$ cat src/rtl/arb_pkg.sv
package arb_pkg;

  typedef enum logic [1:0] {
    TR_IDLE   = 2'b00,
    TR_BUSY   = 2'b01,
    TR_NONSEQ = 2'b10,
    TR_SEQ    = 2'b11
  } trans_e;

  localparam int BEAT_W = 5;

  // Number of beats for a burst code; 0 marks the undefined length.
  function automatic logic [BEAT_W-1:0] burst_beats(input logic [2:0] code);
    logic [BEAT_W-1:0] n;
    case (code[2:1])
      2'b00:   n = code[0] ? '0 : BEAT_W'(1);
      2'b01:   n = BEAT_W'(4);
      2'b10:   n = BEAT_W'(8);
      default: n = BEAT_W'(16);
    endcase
    return n;
  endfunction

  function automatic logic burst_open(input logic [2:0] code);
    return code == 3'b001;
  endfunction

endpackage

$ cat src/rtl/arb_beat_tracker.sv
module arb_beat_tracker
  import arb_pkg::*;
(
  input  logic       clk,
  input  logic       rst_n,
  input  logic [1:0] htrans_i,
  input  logic [2:0] hburst_i,
  input  logic       hready_i,
  input  logic       owner_req_i,
  output logic       hold_o,
  output logic       beat_accept_o
);

  logic [BEAT_W-1:0] rem_q, rem_d;
  logic              open_q, open_d;
  logic [BEAT_W-1:0] new_len;
  trans_e            tr;

  assign tr      = trans_e'(htrans_i);
  assign new_len = burst_beats(hburst_i);
  assign beat_accept_o = hready_i && (tr == TR_NONSEQ || tr == TR_SEQ);

  // Does the current owner keep the bus past this edge?
  always_comb begin
    case (tr)
      TR_NONSEQ: hold_o = burst_open(hburst_i) ? owner_req_i : (new_len > BEAT_W'(1));
      TR_SEQ:    hold_o = open_q ? owner_req_i : (rem_q > BEAT_W'(1));
      TR_BUSY:   hold_o = open_q ? owner_req_i : (rem_q != '0);
      default:   hold_o = 1'b0;
    endcase
  end

  always_comb begin
    rem_d  = rem_q;
    open_d = open_q;
    if (hready_i) begin
      case (tr)
        TR_NONSEQ: begin
          open_d = burst_open(hburst_i);
          rem_d  = (new_len != '0) ? new_len - BEAT_W'(1) : '0;
        end
        TR_SEQ:  rem_d = (rem_q != '0) ? rem_q - BEAT_W'(1) : '0;
        TR_IDLE: begin
          rem_d  = '0;
          open_d = 1'b0;
        end
        default: ;
      endcase
    end
  end

  always_ff @(posedge clk or negedge rst_n) begin
    if (!rst_n) begin
      rem_q  <= '0;
      open_q <= 1'b0;
    end else begin
      rem_q  <= rem_d;
      open_q <= open_d;
    end
  end

endmodule

$ cat src/rtl/arb_prio_pick.sv
module arb_prio_pick #(
  parameter int N_MASTERS = 4,
  parameter int IDX_W     = $clog2(N_MASTERS)
) (
  input  logic [N_MASTERS-1:0] req_i,
  output logic [IDX_W-1:0]     winner_o,
  output logic                 any_o
);

  always_comb begin
    winner_o = '0;
    for (int i = N_MASTERS - 1; i >= 0; i--) begin
      if (req_i[i]) winner_o = IDX_W'(i);
    end
  end

  assign any_o = |req_i;

endmodule

$ cat src/rtl/arb_owner_regs.sv
module arb_owner_regs #(
  parameter int N_MASTERS = 4,
  parameter int IDX_W     = $clog2(N_MASTERS)
) (
  input  logic                 clk,
  input  logic                 rst_n,
  input  logic                 hready_i,
  input  logic                 handover_i,
  input  logic [IDX_W-1:0]     next_owner_i,
  output logic [IDX_W-1:0]     owner_o,
  output logic [IDX_W-1:0]     data_owner_o,
  output logic [N_MASTERS-1:0] grant_o
);

  always_ff @(posedge clk or negedge rst_n) begin
    if (!rst_n) begin
      owner_o      <= '0;
      data_owner_o <= '0;
    end else if (hready_i) begin
      data_owner_o <= owner_o;
      if (handover_i) owner_o <= next_owner_i;
    end
  end

  for (genvar g = 0; g < N_MASTERS; g++) begin : g_grant
    assign grant_o[g] = (owner_o == IDX_W'(g));
  end

endmodule

$ cat src/rtl/bus_grant_arbiter.sv
module bus_grant_arbiter #(
  parameter int N_MASTERS = 4,
  parameter int IDX_W     = $clog2(N_MASTERS)
) (
  input  logic                 clk,
  input  logic                 rst_n,
  input  logic [N_MASTERS-1:0] req_i,
  input  logic [1:0]           htrans_i,
  input  logic [2:0]           hburst_i,
  input  logic                 hready_i,
  output logic [N_MASTERS-1:0] grant_o,
  output logic [IDX_W-1:0]     owner_o,
  output logic [IDX_W-1:0]     data_owner_o
);

  logic             burst_hold;
  logic             beat_accept;
  logic             owner_req;
  logic             handover;
  logic             any_req;
  logic [IDX_W-1:0] winner;

  assign owner_req = req_i[owner_o];
  assign handover  = hready_i && !burst_hold;

  arb_beat_tracker u_track (
    .clk           (clk),
    .rst_n         (rst_n),
    .htrans_i      (htrans_i),
    .hburst_i      (hburst_i),
    .hready_i      (hready_i),
    .owner_req_i   (owner_req),
    .hold_o        (burst_hold),
    .beat_accept_o (beat_accept)
  );

  arb_prio_pick #(.N_MASTERS(N_MASTERS), .IDX_W(IDX_W)) u_pick (
    .req_i    (req_i),
    .winner_o (winner),
    .any_o    (any_req)
  );

  arb_owner_regs #(.N_MASTERS(N_MASTERS), .IDX_W(IDX_W)) u_regs (
    .clk          (clk),
    .rst_n        (rst_n),
    .hready_i     (hready_i),
    .handover_i   (handover),
    .next_owner_i (any_req ? winner : '0),
    .owner_o      (owner_o),
    .data_owner_o (data_owner_o),
    .grant_o      (grant_o)
  );

endmodule

$ cat config.mk
export PLATFORM = sky130hd
export DESIGN_NAME = bus_grant_arbiter
export DESIGN_NICKNAME = d
export VERILOG_FILES = /design/src/rtl/arb_pkg.sv /design/src/rtl/arb_beat_tracker.sv /design/src/rtl/arb_prio_pick.sv /design/src/rtl/arb_owner_regs.sv /design/src/rtl/bus_grant_arbiter.sv
export SDC_FILE = /design/constraint.sdc
export NUM_CORES = 1
export LEC_CHECK = 0
export CORE_UTILIZATION = 60
export DETAILED_ROUTE_END_ITERATION = 12
export DONT_BUFFER_PORTS = 1
export PLACE_DENSITY = 0.84
export SYNTH_ARGS = -nofsm -noshare
export SYNTH_HDL_FRONTEND = slang
export SYNTH_HIERARCHICAL = 1
export SYNTH_SLANG_ARGS = --single-unit
export TNS_END_PERCENT = 20
$ cat constraint.sdc
create_clock -name clk -period 2.3 [get_ports clk]
set_clock_uncertainty 0.05 [all_clocks]
set_input_delay 0.46 -clock clk [delete_from_list [all_inputs] [get_ports clk]]
set_output_delay 0.46 -clock clk [all_outputs]
set_load 0.02 [all_outputs]
==> key figures, run 1 <==
Pwr
  • Max IR drop VDD: 0.303 mV
  • LEAKAGE: between 0.0004 and 0.0005 µW
  • Power, Total: 618 µW
  • Pwr dens: 645 mW/mm²

Timing
  • Setup-failing EPs final: 0
  • Final slew viol count: 0
  • Max Freq: 478 MHz
  • Unrepaired setup endpoints after global routing: false
  • Post-route setup TNS: 0 ps
  • Hold slack: 288 ps
  • Tmin final: 2090 ps
  • Rel. slew slack: 69.8%
  • Endpoints failing hold: 0
  • Tightest Pin Transition: 452 ps
  • Period Utilization, post-route: 91.0%

Clock tree
  • Maximum root-to-sink buffer count: 2
  • CTS clk-pin slew, worst paths: 80 ps
  • CTS Sinks: 10
  • Number of H-tree levels: 1
  • Worst skew pair latency: 280 ps
  • Clock buffer count from CTS: 3
  • CTS tree: yes
  • Setup Fix Bufs, Post-CTS: 0
  • Hold-fix buffers, CTS: 1
  • CTS resizes: 0
  • Root Driver: clkbuf_4

GRT
  • Total track usage: around a quarter
  • Antenna violations before repair: 0
  • Largest net degree at the start of global routing: 11
  • Met2 Use GR: 35.5%
  • Vias in the first global route: ~610
  • First-pass GRT wire length: ~2500 µm
  • Gr busiest metal: met2
  • GR Overflow Total: 0
  • Met1 usage: a little under a third
  • Met3 Use GR: 6.11%

Yosys
  • Mapped Cells: 97
  • Synth Net Count: 121
  • Syn. warnings: 6
  • Mapped Area: between 800 and 900 µm²
  • Avg Cell Area, Syn: between 9 and 10 µm²

Finish
  • Most frequent cells in the layout: ha_1, inv_1, nor2_1, dfrtp_1, nand2_1
  • Layout net count: 129
  • Fill count: between 100 and 150
  • Register area: 250 µm²
  • Final cell count without fillers: 119
  • Antenna cells: 0
  • Layout area overhead: 9.12%
  • Commonest non-fill, non-tap cell in the layout: ha_1
  • Share of layout cells above drive strength 1: 14.4%
  • Multi-input gate area: 587 µm²

Drt
  • Vias post-DR: 694
  • DRT Pass-1 Iters: 4
  • Final ANT Viol Nets: 0
  • Final wirelength: 1700 µm
  • Drt initial violations: 11
  • WL/cell: between 10 and 15 µm
  • Drt drc: 0
  • Vias/cell: 5.83

Worst setup path
  • Worst EP required: 2410 ps
  • Setup crit start: u_track/rem_q[3]$_DFFE_PN0P_
  • CP endpoint: u_regs/owner_o[0]$_DFFE_PN0P_
  • Reg2reg start: u_track/rem_q[3]$_DFFE_PN0P_
  • CP arrival: 2200 ps
  • Worst Setup End Kind: register
  • Worst-path fanout max: 6
  • R2R depth: 7
  • Reg2Reg Setup Slack: approximately 210 ps
  • Critical path type: register to register
  • Nature of the critical path startpoint: register
  • RR Endpoint: u_regs/owner_o[0]$_DFFE_PN0P_

Place
  • Placed cell count: approximately 110
  • Routability congestion estimate: 0.792
  • I/O Buffers: 0
  • Final HPWL DP: 1340 µm

Outcome
  • Status: finished, final reports clean

Die
  • Row count: 13
  • Die Y: 40.3 µm
  • Starting Density: 65.9%
  • I/O pin count: 20
  • Die width: 40.3 µm
  • Core area: 0.00133 mm²
  • Die Area: 0.00162 mm²

Hold path
  • Worst Hold Class: input pin to register

Run
  • Max Cap Violations: 0
layer usage:
layer	up-vias	part of all wire, %	routed length (µm)
met1	321	50	843
met5	-	0	0
met2	14	46	775
li1	355	-	-
met3	4	2.5	43
met4	0	2.0	34
through the flow:
stage          utilization (%)  setup slack (ps)  area (µm²)
2_1_floorplan                -               182         878
3_3_place_gp              68.4               267         912
3_5_place_dp              68.4               241         912
4_1_cts                   71.9               204         958
5_1_grt                   71.9              17.4         958
6_report                  71.9               207         958
cell type report:
class                   instances  share of cell area (%)
well taps                      15                    1.96
repair buffers                  3                    2.61
flip-flops and latches         10                    26.1
multi-input cells              76                    61.2
inverters                      11                    4.31
clock buffers                   4                    3.79
power by group:
group	switching [µW]	internal [µW]
Combinational	112	90.2
Sequential	42.2	206
Clock	71.7	96.3
Total	226	392
state kept, by name (all words and copies together) (netlist names):
name / count
u_regs/data_owner_o: 2
u_regs/owner_o: 2
u_track/open_q: 1
u_track/rem_q: 5
worst max-delay path: stages (launching register included):
cell	delay, ps
dfrtp_1	440
nor4_1	350
o21ai_0	170
a22o_1	250
a32o_1	210
nor2b_1	130
nand2_2	80
mux2_4	290
how the worst min path moves through the flow:
stage              from                                  to  cells after the start
2_1_floorplan     rst_n  u_regs/data_owner_o[0]$_DFFE_PN0P_                      0
3_3_place_gp      rst_n  u_regs/data_owner_o[1]$_DFFE_PN0P_                      0
3_5_place_dp      rst_n        u_track/rem_q[1]$_DFFE_PN0P_                      0
4_1_cts        hready_i          u_track/open_q$_DFFE_PN0P_                      2
5_1_grt        hready_i          u_track/open_q$_DFFE_PN0P_                      2
6_report       hready_i          u_track/open_q$_DFFE_PN0P_                      2
No activity file was read; power rests on OpenSTA's default activity.
==> inputs of run 2 (changes only) <==
- PLACE_DENSITY: 0.84 -> 0.73
==> key figures, run 2 (synthesized netlist as in run 1, its figures left out) <==
Outcome
  • Status: finished, final reports clean

Timing
  • Max Freq: 488 MHz
  • Rel. slew slack: 69.2%
  • Unrepaired setup endpoints after global routing: false
  • Period Utilization, post-route: 89.0%
  • Setup-failing EPs final: 0
  • Tightest Pin Transition: 461 ps
  • Endpoints failing hold: 0
  • Post-route setup TNS: 0 ps
  • Final slew viol count: 0
  • Tmin final: slightly above 2000 ps

Hold path
  • Worst Hold Class: input pin to register
  • Hold path depth: 2

Finish
  • Most frequent cells in the layout: ha_1, inv_1, nor2_1, dfrtp_1, nand2_1
  • Layout area overhead: 9.12%
  • Register bank with the most flops: u_track/rem_q
  • Antenna cells: 0
  • Biggest regs: u_track/rem_q (5), u_regs/data_owner_o (2), u_regs/owner_o (2)
  • Share of layout cells above drive strength 1: 14.4%
  • Max reg flops: 5
  • Commonest non-fill, non-tap cell in the layout: ha_1
  • Fill count: approximately 100
  • Layout net count: about 130
  • Final core utilization: 71.9%

Die
  • Die width: 40.3 µm
  • I/O pin count: 20
  • Die Y: approximately 40 µm
  • Core area: ~0.0013 mm²
  • Die Area: 0.00162 mm²
  • Starting Density: 65.9%
  • Row count: 13

Pwr
  • Psw: 207 µW
  • Clock share of power: 25.6%
  • Pwr dens: 626 mW/mm²
  • LEAKAGE: around 0.00048 µW
  • Int Power: 393 µW
  • Max IR drop VDD: roughly 0.31 mV
  • Net Sw Frac: 34.5%
  • Sequential Power Share: 41.0%
  • Comb pwr share: 33.4%

Drt
  • Drt initial violations: 11
  • WL/cell: approximately 13 µm
  • Final wirelength: 1510 µm
  • Final ANT Viol Nets: 0
  • Drt drc: 0
  • DRT Pass-1 Iters: 5
  • Vias/cell: 5.85
  • Vias post-DR: 696

Worst setup path
  • Worst Setup End Kind: register
  • Worst-path fanout max: 6
  • R2R depth: 7
  • CP arrival: 2140 ps
  • Nature of the critical path startpoint: register
  • Worst EP required: 2390 ps
  • Critical path type: register to register

Clock tree
  • CTS Sinks: 10
  • Worst skew pair latency: ~250 ps
  • Root Driver: clkbuf_4
  • CTS clk-pin slew, worst paths: 70 ps
  • Number of H-tree levels: 1
  • Setup Fix Bufs, Post-CTS: 0
  • Maximum root-to-sink buffer count: 2
  • CTS tree: yes
  • Clock buffer count from CTS: 3

GRT
  • GR Overflow Total: 0
  • Total track usage: 22.6%
  • Vias in the first global route: ~570
  • Largest net degree at the start of global routing: 11
  • First-pass GRT wire length: approximately 2400 µm
  • Antenna violations before repair: 0

Place
  • Final HPWL DP: around 1200 µm
  • I/O Buffers: 0
  • Routability congestion estimate: 0.750

Run
  • Max Cap Violations: 0
[run 2: final cells by class]
cell class	instances	area, µm²	area share (%)
timing repair buffer	3	25.0	2.61
clock buffer	4	36.3	3.79
multi-input combinational	76	587	61.2
inverter	11	41.3	4.31
sequential	10	250	26.1
tap	15	18.8	1.96
[run 2: power by group through the flow]
stage	Combinational (µW)	Clock [µW]	Sequential, µW
2_1_floorplan	145	0	257
3_3_place_gp	192	0	248
3_5_place_dp	195	0	250
4_1_cts	201	158	246
5_1_grt	223	170	252
6_report	200	153	246
[run 2: path summary, 6_finish.rpt]
kind	start	end	slack (ps)
hold reg to reg	u_track/open_q$_DFFE_PN0P_	u_track/open_q$_DFFE_PN0P_	470
hold / removal	hready_i	u_track/open_q$_DFFE_PN0P_	310
setup reg to reg	u_track/rem_q[3]$_DFFE_PN0P_	u_regs/owner_o[1]$_DFFE_PN0P_	250
min in group asynchronous	rst_n	u_track/rem_q[0]$_DFFE_PN0P_	540
max in group asynchronous	rst_n	u_track/rem_q[4]$_DFFE_PN0P_	1350
setup / recovery	u_track/rem_q[3]$_DFFE_PN0P_	u_regs/owner_o[1]$_DFFE_PN0P_	250
[run 2: what timing repair did]
action | CTS | global route
hold buffers | 1 | 0
hold endpoints to repair | 10 | 0
gates resized for setup | 0 | 0
[run 2: metrics by stage]
step           instances  cell area (µm²)  setup WS (ps)  hold WS [ps]  power [µW]
5_1_grt              119              958           86.6           292         645
4_1_cts              119              958            242           304         606
6_report             119              958            253           307         600
3_5_place_dp         114              912            266           115         445
2_1_floorplan         97              878            182           114         403
3_3_place_gp         114              912            284           115         441
[run 2: metal layers]
layer | track usage, % | part of all wire, %
met1 | 30.6 | 48
met2 | 34.3 | 46
met3 | 5.00 | 4.4
met4 | 10.0 | 1.7
met5 | 0 | 0
[run 2: critical path, stage by stage (launching register included)]
cell	delay (ps)
dfrtp_1	430
nor4_1	340
o21ai_0	150
a22o_1	250
a32o_1	210
nor2b_1	130
nand2_2	80
mux2_4	290
